## src/rtl/pingpong_dma_pkg.sv

```systemverilog
package pingpong_dma_pkg;

    localparam logic [2:0] RA_CTRL  = 3'd0;
    localparam logic [2:0] RA_COUNT = 3'd1;
    localparam logic [2:0] RA_PADDR = 3'd2;
    localparam logic [2:0] RA_BUF0  = 3'd3;
    localparam logic [2:0] RA_BUF1  = 3'd4;
    localparam logic [2:0] RA_FLAGS = 3'd5;
    localparam logic [2:0] RA_CLEAR = 3'd6;

    localparam int NFLAGS = 3;
    localparam int FLG_TC = 0;
    localparam int FLG_HT = 1;
    localparam int FLG_TE = 2;

    typedef enum logic [1:0] {
        DIR_P2M = 2'd0,
        DIR_M2P = 2'd1,
        DIR_M2M = 2'd2,
        DIR_RSV = 2'd3
    } dir_e;

    typedef enum logic [1:0] {
        ST_IDLE = 2'd0,
        ST_RD   = 2'd1,
        ST_WR   = 2'd2
    } st_e;

    typedef struct packed {
        logic       dbuf;
        dir_e       dir;
        logic       pinc;
        logic       minc;
        logic [1:0] wsize;
    } cfg_t;

endpackage

```

## src/rtl/pingpong_dma_regs.sv

```systemverilog
module pingpong_dma_regs
    import pingpong_dma_pkg::*;
#(
    parameter int AW = 32,
    parameter int CW = 16
) (
    input  logic              clk,
    input  logic              rst_n,
    input  logic              reg_we,
    input  logic [2:0]        reg_addr,
    input  logic [AW-1:0]     reg_wdata,
    output logic [AW-1:0]     reg_rdata,
    input  logic              en,
    input  logic              ct,
    input  logic [CW-1:0]     cnt_rem,
    input  logic [NFLAGS-1:0] set_flags,
    output cfg_t              cfg,
    output logic [CW-1:0]     cnt_prog,
    output logic [AW-1:0]     paddr,
    output logic [AW-1:0]     buf0,
    output logic [AW-1:0]     buf1,
    output logic              start,
    output logic              stop_req,
    output logic              ct_load,
    output logic              ct_val,
    output logic              cnt_wr,
    output logic [CW-1:0]     cnt_wval,
    output logic              irq
);

    typedef struct packed {
        cfg_t              cfg;
        logic [NFLAGS-1:0] ien;
        logic [CW-1:0]     cnt_prog;
        logic [AW-1:0]     paddr;
        logic [AW-1:0]     buf0;
        logic [AW-1:0]     buf1;
        logic [NFLAGS-1:0] flags;
    } regs_t;

    regs_t r_d, r_q;

    always_comb begin
        r_d      = r_q;
        start    = 1'b0;
        stop_req = 1'b0;
        ct_load  = 1'b0;
        ct_val   = reg_wdata[2];
        cnt_wr   = 1'b0;
        cnt_wval = reg_wdata[CW-1:0];
        if (reg_we) begin
            unique case (reg_addr)
                RA_CTRL: begin
                    if (en) begin
                        stop_req = ~reg_wdata[0];
                    end else begin
                        r_d.cfg.dbuf  = reg_wdata[1];
                        r_d.cfg.dir   = dir_e'(reg_wdata[4:3]);
                        r_d.cfg.pinc  = reg_wdata[5];
                        r_d.cfg.minc  = reg_wdata[6];
                        r_d.cfg.wsize = reg_wdata[8:7];
                        r_d.ien       = reg_wdata[11:9];
                        ct_load       = 1'b1;
                        start         = reg_wdata[0] && (r_q.cnt_prog != '0);
                    end
                end
                RA_COUNT: if (!en) begin
                    r_d.cnt_prog = reg_wdata[CW-1:0];
                    cnt_wr       = 1'b1;
                end
                RA_PADDR: if (!en) r_d.paddr = reg_wdata;
                RA_BUF0:  if (!en || ct)  r_d.buf0 = reg_wdata;
                RA_BUF1:  if (!en || !ct) r_d.buf1 = reg_wdata;
                RA_CLEAR: r_d.flags = r_q.flags & ~reg_wdata[NFLAGS-1:0];
                default: ;
            endcase
        end
        r_d.flags = r_d.flags | set_flags;
    end

    always_ff @(posedge clk or negedge rst_n) begin
        if (!rst_n) r_q <= '0;
        else        r_q <= r_d;
    end

    always_comb begin
        cfg      = r_q.cfg;
        cfg.dbuf = r_q.cfg.dbuf && (r_q.cfg.dir != DIR_M2M);
        cnt_prog = r_q.cnt_prog;
        paddr    = r_q.paddr;
        buf0     = r_q.buf0;
        buf1     = r_q.buf1;
        irq      = |(r_q.flags & r_q.ien);
    end

    always_comb begin
        reg_rdata = '0;
        unique case (reg_addr)
            RA_CTRL: begin
                reg_rdata[0]    = en;
                reg_rdata[1]    = r_q.cfg.dbuf;
                reg_rdata[2]    = ct;
                reg_rdata[4:3]  = r_q.cfg.dir;
                reg_rdata[5]    = r_q.cfg.pinc;
                reg_rdata[6]    = r_q.cfg.minc;
                reg_rdata[8:7]  = r_q.cfg.wsize;
                reg_rdata[11:9] = r_q.ien;
            end
            RA_COUNT: reg_rdata[CW-1:0]     = cnt_rem;
            RA_PADDR: reg_rdata             = r_q.paddr;
            RA_BUF0:  reg_rdata             = r_q.buf0;
            RA_BUF1:  reg_rdata             = r_q.buf1;
            RA_FLAGS: reg_rdata[NFLAGS-1:0] = r_q.flags;
            default:  reg_rdata             = '0;
        endcase
    end


    busy_buf_hold_chk: assert property (@(posedge clk) disable iff (!rst_n)
        (reg_we && reg_addr == RA_BUF0 && en && !ct) |=> $stable(r_q.buf0));


    flag_clear_chk: assert property (@(posedge clk) disable iff (!rst_n)
        (reg_we && reg_addr == RA_CLEAR && reg_wdata[FLG_TC] && !set_flags[FLG_TC])
        |=> !r_q.flags[FLG_TC]);

endmodule

```

## src/rtl/pingpong_dma_engine.sv

```systemverilog
module pingpong_dma_engine
    import pingpong_dma_pkg::*;
#(
    parameter int AW = 32,
    parameter int DW = 32,
    parameter int CW = 16
) (
    input  logic              clk,
    input  logic              rst_n,
    input  cfg_t              cfg,
    input  logic [CW-1:0]     cnt_prog,
    input  logic [AW-1:0]     paddr,
    input  logic [AW-1:0]     buf0,
    input  logic [AW-1:0]     buf1,
    input  logic              start,
    input  logic              stop_req,
    input  logic              ct_load,
    input  logic              ct_val,
    input  logic              cnt_wr,
    input  logic [CW-1:0]     cnt_wval,
    input  logic              dreq,
    input  logic              rd_ack,
    input  logic [DW-1:0]     rd_data,
    input  logic              rd_err,
    input  logic              wr_ack,
    input  logic              wr_err,
    output logic              en,
    output logic              ct,
    output logic [CW-1:0]     cnt_rem,
    output logic [NFLAGS-1:0] set_flags,
    output logic              dack,
    output logic              rd_req,
    output logic [AW-1:0]     rd_addr,
    output logic              wr_req,
    output logic [AW-1:0]     wr_addr,
    output logic [DW-1:0]     wr_data
);

    localparam logic [AW-1:0] STEP_B = AW'(1);
    localparam logic [AW-1:0] STEP_H = AW'(2);
    localparam logic [AW-1:0] STEP_W = AW'(4);

    typedef struct packed {
        st_e           st;
        logic          en;
        logic          stop_pend;
        logic          ct;
        logic          dack;
        logic [CW-1:0] cnt;
        logic [AW-1:0] pcur;
        logic [AW-1:0] mcur;
        logic [DW-1:0] data;
    } eng_t;

    eng_t          e_d, e_q;
    logic [AW-1:0] step;
    logic [CW-1:0] cnt_n;
    logic          stop_now;
    logic          ct_eff;
    logic          mem_src;

    always_comb begin
        unique case (cfg.wsize)
            2'd0:    step = STEP_B;
            2'd1:    step = STEP_H;
            default: step = STEP_W;
        endcase
    end

    always_comb begin
        e_d       = e_q;
        e_d.dack  = 1'b0;
        set_flags = '0;
        cnt_n     = e_q.cnt - 1'b1;
        stop_now  = e_q.stop_pend | stop_req;
        ct_eff    = ct_load ? ct_val : e_q.ct;
        if (ct_load) e_d.ct = ct_val;
        if (cnt_wr && !e_q.en) e_d.cnt = cnt_wval;
        unique case (e_q.st)
            ST_IDLE: begin
                if (e_q.en) begin
                    if (stop_now) begin
                        e_d.en        = 1'b0;
                        e_d.stop_pend = 1'b0;
                    end else if (cfg.dir == DIR_M2M || (dreq && !e_q.dack)) begin
                        e_d.st = ST_RD;
                    end
                end else if (start) begin
                    e_d.en        = 1'b1;
                    e_d.stop_pend = 1'b0;
                    e_d.cnt       = cnt_prog;
                    e_d.pcur      = paddr;
                    e_d.mcur      = ct_eff ? buf1 : buf0;
                end
            end
            ST_RD: begin
                if (stop_req) e_d.stop_pend = 1'b1;
                if (rd_ack) begin
                    if (rd_err) begin
                        set_flags[FLG_TE] = 1'b1;
                        e_d.st            = ST_IDLE;
                        e_d.en            = 1'b0;
                        e_d.stop_pend     = 1'b0;
                    end else begin
                        e_d.data = rd_data;
                        e_d.st   = ST_WR;
                    end
                end
            end
            ST_WR: begin
                if (stop_req) e_d.stop_pend = 1'b1;
                if (wr_ack) begin
                    e_d.st        = ST_IDLE;
                    e_d.stop_pend = 1'b0;
                    if (wr_err) begin
                        set_flags[FLG_TE] = 1'b1;
                        e_d.en            = 1'b0;
                    end else begin
                        e_d.dack = 1'b1;
                        if (cnt_n == (cnt_prog >> 1)) set_flags[FLG_HT] = 1'b1;
                        if (cnt_n == '0) begin
                            set_flags[FLG_TC] = 1'b1;
                            if (cfg.dbuf) begin
                                e_d.ct   = ~e_q.ct;
                                e_d.cnt  = cnt_prog;
                                e_d.pcur = paddr;
                                e_d.mcur = e_q.ct ? buf0 : buf1;
                            end else begin
                                e_d.cnt = '0;
                                e_d.en  = 1'b0;
                            end
                        end else begin
                            e_d.cnt = cnt_n;
                            if (cfg.pinc) e_d.pcur = e_q.pcur + step;
                            if (cfg.minc) e_d.mcur = e_q.mcur + step;
                        end
                        if (stop_now) e_d.en = 1'b0;
                    end
                end
            end
            default: e_d.st = ST_IDLE;
        endcase
    end

    always_ff @(posedge clk or negedge rst_n) begin
        if (!rst_n) e_q <= '0;
        else        e_q <= e_d;
    end

    assign mem_src = (cfg.dir == DIR_M2P);
    assign en      = e_q.en;
    assign ct      = e_q.ct;
    assign cnt_rem = e_q.cnt;
    assign dack    = e_q.dack;
    assign rd_req  = (e_q.st == ST_RD);
    assign wr_req  = (e_q.st == ST_WR);
    assign rd_addr = mem_src ? e_q.mcur : e_q.pcur;
    assign wr_addr = mem_src ? e_q.pcur : e_q.mcur;
    assign wr_data = e_q.data;


    idle_when_off_chk: assert property (@(posedge clk) disable iff (!rst_n)
        !e_q.en |-> e_q.st == ST_IDLE);


    one_port_chk: assert property (@(posedge clk) disable iff (!rst_n)
        $onehot0({rd_req, wr_req}));


    swap_on_tc_chk: assert property (@(posedge clk) disable iff (!rst_n)
        ($past(e_q.en) && (e_q.ct != $past(e_q.ct))) |-> $past(set_flags[FLG_TC]));


    cnt_bound_chk: assert property (@(posedge clk) disable iff (!rst_n)
        e_q.en |-> e_q.cnt <= cnt_prog);


    err_stop_chk: assert property (@(posedge clk) disable iff (!rst_n)
        (rd_req && rd_ack && rd_err) |=> !e_q.en);

endmodule

```

## src/rtl/pingpong_dma.sv

```systemverilog
module pingpong_dma
    import pingpong_dma_pkg::*;
#(
    parameter int AW = 32,
    parameter int DW = 32,
    parameter int CW = 16
) (
    input  logic          clk,
    input  logic          rst_n,
    input  logic          reg_we,
    input  logic [2:0]    reg_addr,
    input  logic [AW-1:0] reg_wdata,
    output logic [AW-1:0] reg_rdata,
    input  logic          dreq,
    output logic          dack,
    output logic          rd_req,
    output logic [AW-1:0] rd_addr,
    input  logic          rd_ack,
    input  logic [DW-1:0] rd_data,
    input  logic          rd_err,
    output logic          wr_req,
    output logic [AW-1:0] wr_addr,
    output logic [DW-1:0] wr_data,
    input  logic          wr_ack,
    input  logic          wr_err,
    output logic          irq
);

    cfg_t              cfg;
    logic [CW-1:0]     cnt_prog, cnt_rem, cnt_wval;
    logic [AW-1:0]     paddr, buf0, buf1;
    logic              start, stop_req, ct_load, ct_val, cnt_wr;
    logic              en, ct;
    logic [NFLAGS-1:0] set_flags;

    pingpong_dma_regs #(.AW(AW), .CW(CW)) u_regs (
        .clk(clk), .rst_n(rst_n),
        .reg_we(reg_we), .reg_addr(reg_addr), .reg_wdata(reg_wdata), .reg_rdata(reg_rdata),
        .en(en), .ct(ct), .cnt_rem(cnt_rem), .set_flags(set_flags),
        .cfg(cfg), .cnt_prog(cnt_prog), .paddr(paddr), .buf0(buf0), .buf1(buf1),
        .start(start), .stop_req(stop_req), .ct_load(ct_load), .ct_val(ct_val),
        .cnt_wr(cnt_wr), .cnt_wval(cnt_wval), .irq(irq)
    );

    pingpong_dma_engine #(.AW(AW), .DW(DW), .CW(CW)) u_engine (
        .clk(clk), .rst_n(rst_n),
        .cfg(cfg), .cnt_prog(cnt_prog), .paddr(paddr), .buf0(buf0), .buf1(buf1),
        .start(start), .stop_req(stop_req), .ct_load(ct_load), .ct_val(ct_val),
        .cnt_wr(cnt_wr), .cnt_wval(cnt_wval),
        .dreq(dreq), .rd_ack(rd_ack), .rd_data(rd_data), .rd_err(rd_err),
        .wr_ack(wr_ack), .wr_err(wr_err),
        .en(en), .ct(ct), .cnt_rem(cnt_rem), .set_flags(set_flags), .dack(dack),
        .rd_req(rd_req), .rd_addr(rd_addr), .wr_req(wr_req), .wr_addr(wr_addr),
        .wr_data(wr_data)
    );

endmodule

```

## config.mk

```make
export PLATFORM = sky130hd
export DESIGN_NAME = pingpong_dma
export DESIGN_NICKNAME = d
export VERILOG_FILES = /design/src/rtl/pingpong_dma_pkg.sv /design/src/rtl/pingpong_dma_regs.sv /design/src/rtl/pingpong_dma_engine.sv /design/src/rtl/pingpong_dma.sv
export SDC_FILE = /design/constraint.sdc
export NUM_CORES = 1
export LEC_CHECK = 0
export ABC_AREA = 1
export BUFFER_PORTS_ARGS = -buffer_cell sky130_fd_sc_hd__buf_2
export CAP_MARGIN = 10
export CORE_MARGIN = 5
export CORE_UTILIZATION = 30
export CTS_CLUSTER_SIZE = 40
export DETAILED_ROUTE_END_ITERATION = 6
export PLACE_DENSITY_LB_ADDON = 0.12
export SYNTH_ARGS = -nofsm -noshare
export SYNTH_HDL_FRONTEND = slang
export SYNTH_HIERARCHICAL = 1
export SYNTH_SLANG_ARGS = --single-unit
export TNS_END_PERCENT = 30
```

## constraint.sdc

```tcl
create_clock -name clk -period 3.1 [get_ports clk]
set_input_delay 0.62 -clock clk [delete_from_list [all_inputs] [get_ports clk]]
set_output_delay 0.62 -clock clk [all_outputs]
set_load 0.02 [all_outputs]
```

### Word level (Yosys, flattened, before mapping)

Cells that the tools add are included.

| word-level totals | value |
|---|---|
| flip-flop bits (word level) | 243 |
| bits of input ports | 75 |
| output and inout port bits | 132 |

| cells by class | value |
|---|---|
| add/subtract/negate cells | 3 |
| equality and inequality tests | 29 |
| muxes and demuxes | 62 |
| bitwise logic cells | 9 |
| reductions and logical operators | 29 |

Operators with widths:

| operator | count |
|---|---|
| two-way mux 80 bit | 3 |
| two-way mux 32 bit | 6 |
| case mux 80 bit (2 select lines) | 1 |
| two-way mux 86 bit | 1 |
| two-way mux 82 bit | 1 |
| adder 32 x 3 -> 32 bit | 2 |
| two-way mux 64 bit | 1 |
| case mux 16 bit (3 select lines) | 1 |
| case mux 9 bit (5 select lines) | 1 |
| two-way mux 16 bit | 2 |
| two-way mux 1 bit | 24 |
| two-way mux 2 bit | 11 |
| AND reduction 3 bit | 7 |
| case mux 3 bit (6 select lines) | 1 |
| == test 16 x 15 -> 1 bit | 1 |
| logical NOT 16 bit | 1 |
| case mux 4 bit (4 select lines) | 1 |
| nonzero test 16 bit | 1 |
| subtractor 16 x 1 -> 16 bit, second input constant | 1 |
| AND reduction 7 bit | 2 |
| case mux 2 bit (3 select lines) | 2 |
| inequality test 2 x 1 -> 1 bit, second input constant | 5 |
| inequality test 2 bit, second input constant | 5 |
| == test 3 bit, second input constant | 3 |
| 28 further kinds | 48 |

### Longest topological paths before layout

| depth | value |
|---|---|
| depth after elaboration | 9 |
| mapped depth | 18 |
| gate-level depth less buffers | 17 |

### Modules after synthesis

The synthesis kept the hierarchy.

By module, submodules not included:

| module | times used | cells each | area each (µm²) |
|---|---|---|---|
| pingpong_dma_engine | 1 | 1861 | 11224.5 |
| pingpong_dma_regs | 1 | 878 | 6940.4 |

### Worst setup path after synthesis

OpenSTA, ideal clock, no wires.

| timing path | value |
|---|---|
| path kind | input to register |
| start point | input reg_addr[0] |
| end point | register u_engine/e_q[48] in the netlist's numbering |
| arrival time | 2.612 ns |
| slack | 0.423 ns |
| stages on the path | 14 |
| cells stage by stage | buf_2 nor2_2 clkbuf_1 nand4_1 a21oi_1 nand2_1 nor2_1 inv_1 buf_1 a21oi_1 o21ai_0 nand3_1 nand2_1 nand2_1 |

| on the way | value |
|---|---|
| elaborated cells between the ends (all ways) | 12 |
| classes of those cells | eq/ne (1); mux (9); reduce/logical (2) |

RTL lines:

| element | RTL line | source |
|---|---|---|
| start, declared | pingpong_dma.sv:11 | `input logic [2:0] reg_addr,` |
| logical NOT 3 bit | pingpong_dma_regs.sv:52 | `unique case (reg_addr)` |
| two-way mux 1 bit | pingpong_dma_regs.sv:52 |  |
| two-way mux 1 bit | pingpong_dma_regs.sv:51 | `if (reg_we) begin` |
| named net start | pingpong_dma.sv:32 | `logic start, stop_req, ct_load, ct_val, cnt_wr;` |
| inequality test 2 bit (no line) | - |  |
| AND reduction 7 bit (no line) | - |  |
| end signal, assigned | pingpong_dma_engine.sv:146 | `if (!rst_n) e_q <= '0;` |
| end signal, assigned | pingpong_dma_engine.sv:147 | `else e_q <= e_d;` |
| end, declared | pingpong_dma_engine.sv:55 | `eng_t e_d, e_q;` |

The timed path passes the listed nets, and every way through them passes these cells. The select of a mux whose other input is x is not followed.
A chain may end at the register's enable or synchronous reset.

### Worst setup path after layout

| timing path | value |
|---|---|
| start point | register u_regs.r_q, in the netlist u_regs/cfg[5] |
| end point | output rd_addr[20] |

| on the way | value |
|---|---|
| longest elaborated chain between the ends | 2 |

Ends and longest elaborated chain:

| element | RTL line | source |
|---|---|---|
| start, declared | pingpong_dma_regs.sv:41 | `regs_t r_d, r_q;` |
| start signal, assigned | pingpong_dma_regs.sv:83 | `else r_q <= r_d;` |
| == test 2 x 1 -> 1 bit | pingpong_dma_engine.sv:150 | `assign mem_src = (cfg.dir == DIR_M2P);` |
| two-way mux 32 bit | pingpong_dma_engine.sv:157 | `assign rd_addr = mem_src ? e_q.mcur : e_q.pcur;` |
| end, declared | pingpong_dma.sv:17 | `output logic [AW-1:0] rd_addr,` |

No other way between the ends.

==> results.rst <==
.. list-table::
   :header-rows: 1

   * - Metric
     - Value
   * - Run status
     - finished clean
   * - Mapped cell area
     - 18200 sq um
   * - Placer Congestion
     - 0.930
   * - Routed via count divided by cell count
     - 5.03
   * - Highest achievable clock rate
     - about 340 MHz
   * - Synthesized net count
     - about 2800
   * - Maximum level of the CTS H-tree
     - 2
   * - Slack of the worst reg-to-reg path
     - 0.18 ns
   * - Total via count after detailed routing
     - 17888
   * - Kind of critical path
     - reg -> out
   * - Aggregate global routing overflow
     - 0
   * - Average instance area after synthesis
     - 6.63 sq um
   * - Max_cap viols
     - 0
   * - Arrival time at the worst endpoint
     - 2.31 ns
   * - Maximum buffer depth of the clock tree
     - 3
   * - Clock tree from TritonCTS
     - done
   * - TritonCTS Buffers
     - 34
   * - Combinational share of power
     - 46.4%
   * - Synth area leaders
     - sky130_fd_sc_hd__dfrtp_1 33%, sky130_fd_sc_hd__nand2_1 20%, sky130_fd_sc_hd__buf_4 7.6%, sky130_fd_sc_hd__nand3_1 5.8%, sky130_fd_sc_hd__o21ai_0 5.5%
   * - Count of flip-flops with a built-in enable after synthesis
     - 0
   * - Clock sink total
     - roughly 240
   * - Worst clock skew
     - roughly 0.027 ns
   * - Number of cells on the worst reg-to-reg path
     - 13
   * - 1st-iter DRT viols
     - 1479
   * - Fraction of layout cells with a size suffix above 1
     - between 10% and 20%
   * - DPL Wire Length
     - 57300 um
   * - Area growth from synthesis to layout
     - 11.1%
   * - Overall routed net length
     - 76800 um
   * - Unrepaired setup endpoints after global routing
     - no
   * - Sequential share of power
     - a little under a third
   * - LEAKAGE
     - about 10 nW
   * - Largest net degree at the start of global routing
     - 88
   * - Final hold violations
     - 0
   * - Main synth FF type
     - sky130_fd_sc_hd__dfrtp_1
   * - Launch point of the worst reg-to-reg path
     - u_engine/cnt_rem[7]
   * - Overall global routing resource usage
     - roughly 23%
   * - Area inside the core boundary
     - roughly 60000 sq um
   * - Chip height
     - 256 um
   * - Count of buffers inserted at the top-level ports
     - 206
   * - Die W
     - 256 um
   * - Nets
     - 2836
   * - Initial antenna violation count
     - 2
   * - Relative contribution of the clock network to total power
     - 23.4%
   * - Site row count
     - 90
   * - DR pass1 iterations
     - 5
   * - Number of global-route vias before repair
     - 17585
   * - Final cycle utilization of the critical path
     - 94.6%
   * - Number of remaining DRC errors
     - 0
   * - Number of different library cells in the post-synthesis netlist
     - 41
   * - Final cell utilization of the core
     - about a third
   * - Seq cells post-synth
     - 243
   * - Clk slew on worst S/H paths
     - 0.06 ns
   * - Kind of launch point of the worst setup path
     - flip-flop
   * - Later-pin clock latency in the skew report
     - 0.56 ns
   * - Areal power density over the cells
     - 853 nW/um^2
   * - Count of filler cells inserted in the layout
     - 6685
   * - Share of flip-flops with an asynchronous set or reset
     - 100%
   * - Cts hold-fix bufs
     - 0
   * - Sequential share of the synthesized area
     - 33.5%
   * - Yosys synthesis warning count
     - 6
   * - Endpoints failing setup
     - 0
   * - Worst hold slack
     - ~0.018 ns
   * - Internal Power
     - around 0.009 W
   * - Switching component of the power
     - approximately 0.0085 W
   * - Share of the synthesized area in the top cell type
     - 33.5%
   * - List of most frequent post-synthesis cells
     - 975 x sky130_fd_sc_hd__nand2_1, 243 x sky130_fd_sc_hd__dfrtp_1, 212 x sky130_fd_sc_hd__nand3_1
   * - Most instantiated library cell after synthesis
     - sky130_fd_sc_hd__nand2_1
   * - Actual slew at the worst max-slew pin
     - between 0.9 and 1 ns
   * - Area enclosed by the die boundary
     - 65600 sq um
   * - Rel. slew slack
     - 36.2%
   * - Largest vdd supply drop
     - roughly 0.0006 V
   * - Routed WL per cell
     - 21.6 um
   * - Critical Path Sink Type
     - output port
   * - Yosys top cell by area
     - sky130_fd_sc_hd__dfrtp_1
   * - Initial Util
     - 30.2%
   * - Hold WC Path Type
     - in -> async
   * - Share of total power consumed by net switching
     - between 40 and 50%
   * - Data required time at the worst endpoint
     - 2.48 ns
   * - Number of max-slew violations in the final report
     - 0
   * - Worst-path fanout max
     - 85
   * - First-pass GRT wire length
     - 115000 um
   * - Gate count of the mapped netlist
     - 2739
   * - Final min period
     - around 2.9 ns
   * - Remaining number of nets flagged by the antenna check after routing
     - 0
   * - Worst Setup SP
     - u_regs/cfg[5]
   * - Capturing point of the worst reg2reg path
     - u_engine/e_q[82]
   * - Root Buffer Master
     - sky130_fd_sc_hd__clkbuf_16
   * - Number of I/O pins
     - 207
## layer usage
layer,share of wire (%),global-route usage (%)
met4,2.6,6.33
met3,6.4,3.98
met1,48,33.3
met2,43,33.8
met5,0.010,0
## worst max path at each step
stage,endpoint,cells past startpoint
4_1_cts,u_engine/e_q[68],14
3_3_place_gp,u_engine/cnt_rem[14],13
5_1_grt,u_engine/e_q[32],13
2_1_floorplan,u_engine/e_q[48],14
6_report,rd_addr[20],5
3_5_place_dp,u_engine/cnt_rem[14],13
## power groups by stage
stage | clock network [W] | logic, W | registers, W
2_1_floorplan | 0 | 0.00617 | 0.00458
3_3_place_gp | 0 | 0.00772 | 0.00521
3_5_place_dp | 0 | 0.00773 | 0.00520
4_1_cts | 0.00416 | 0.00774 | 0.00517
5_1_grt | 0.00425 | 0.00871 | 0.00531
6_report | 0.00403 | 0.00798 | 0.00520
## flip-flops by register name, summed over array words and instances, names as in the netlist
register / flops
u_engine/e_q: 67
u_engine/wr_data: 32
u_regs/buf0: 32
u_regs/buf1: 32
u_regs/paddr: 32
u_engine/cnt_rem: 16
u_regs/cnt_prog: 16
u_regs/r_q: 7
u_regs/cfg: 6
u_engine/ct: 1
u_engine/dack: 1
u_engine/en: 1
## per-stage QoR
step,setup TNS (ns),instance area [sq um],setup WS [ns],total power (W),std cells
2_1_floorplan,0,18200,0.423,0.0108,2739
3_3_place_gp,0,19000,0.0264,0.0129,3491
3_5_place_dp,-0.00386,19000,-0.00386,0.0129,3491
4_1_cts,0,20100,0.0380,0.0171,3550
5_1_grt,0,20200,0.0163,0.0183,3552
6_report,0,20200,0.166,0.0172,3553
## placed cells by master, fill, tap and decap left out, types with 44 or more instances in the layout
cell,Yosys,layout
sky130_fd_sc_hd__nand2_1,975,973
sky130_fd_sc_hd__inv_1,211,211
sky130_fd_sc_hd__o21ai_1,66,65
sky130_fd_sc_hd__buf_2,33,205
sky130_fd_sc_hd__dfrtp_1,243,242
sky130_fd_sc_hd__o21ai_0,200,200
sky130_fd_sc_hd__a21oi_1,44,44
sky130_fd_sc_hd__nor2_1,157,149
sky130_fd_sc_hd__nand4_1,66,66
sky130_fd_sc_hd__nand3_1,212,211
sky130_fd_sc_hd__buf_4,184,69
sky130_fd_sc_hd__xor2_1,52,52
## final cells by class
class | instances | area (sq um) | area share [%]
diodes | 1 | 2.50 | 0.0124
clock buffers | 47 | 991 | 4.91
clock inverters | 12 | 135 | 0.669
inverters | 218 | 818 | 4.05
multi-input cells | 1957 | 9280 | 46.0
flip-flops and latches | 243 | 6080 | 30.1
well taps | 782 | 978 | 4.85
repair buffers | 293 | 1900 | 9.42
## repair_timing
| item | 4_1_cts | 5_1_grt |
|---|---|---|
| pin swaps | 0 | 2 |
| cloned | 0 | 1 |
| resized for setup | 1 | 10 |
| endpoints found under the setup margin | 1 | 70 |
| setup buffers | 0 | 1 |
## worst max-delay path: stages, from the launching register on
cell and delay (ns):
sky130_fd_sc_hd__dfrtp_1 0.41, sky130_fd_sc_hd__inv_1 0.25, sky130_fd_sc_hd__nand2_4 0.22, sky130_fd_sc_hd__buf_12 0.26, sky130_fd_sc_hd__o21ai_0 0.34, sky130_fd_sc_hd__buf_2 0.24
## cells by family after synthesis
group / Yosys count / share of synthesized area, %
flops: 243 / 33.5
buf+inv: 540 / 15.9
xor+xnor: 59 / 2.84
fa+ha+maj: 14 / 1.05
compound gates: 395 / 12.3
simple gates: 1488 / 34.4
No activity file was read; power rests on OpenSTA's default activity.
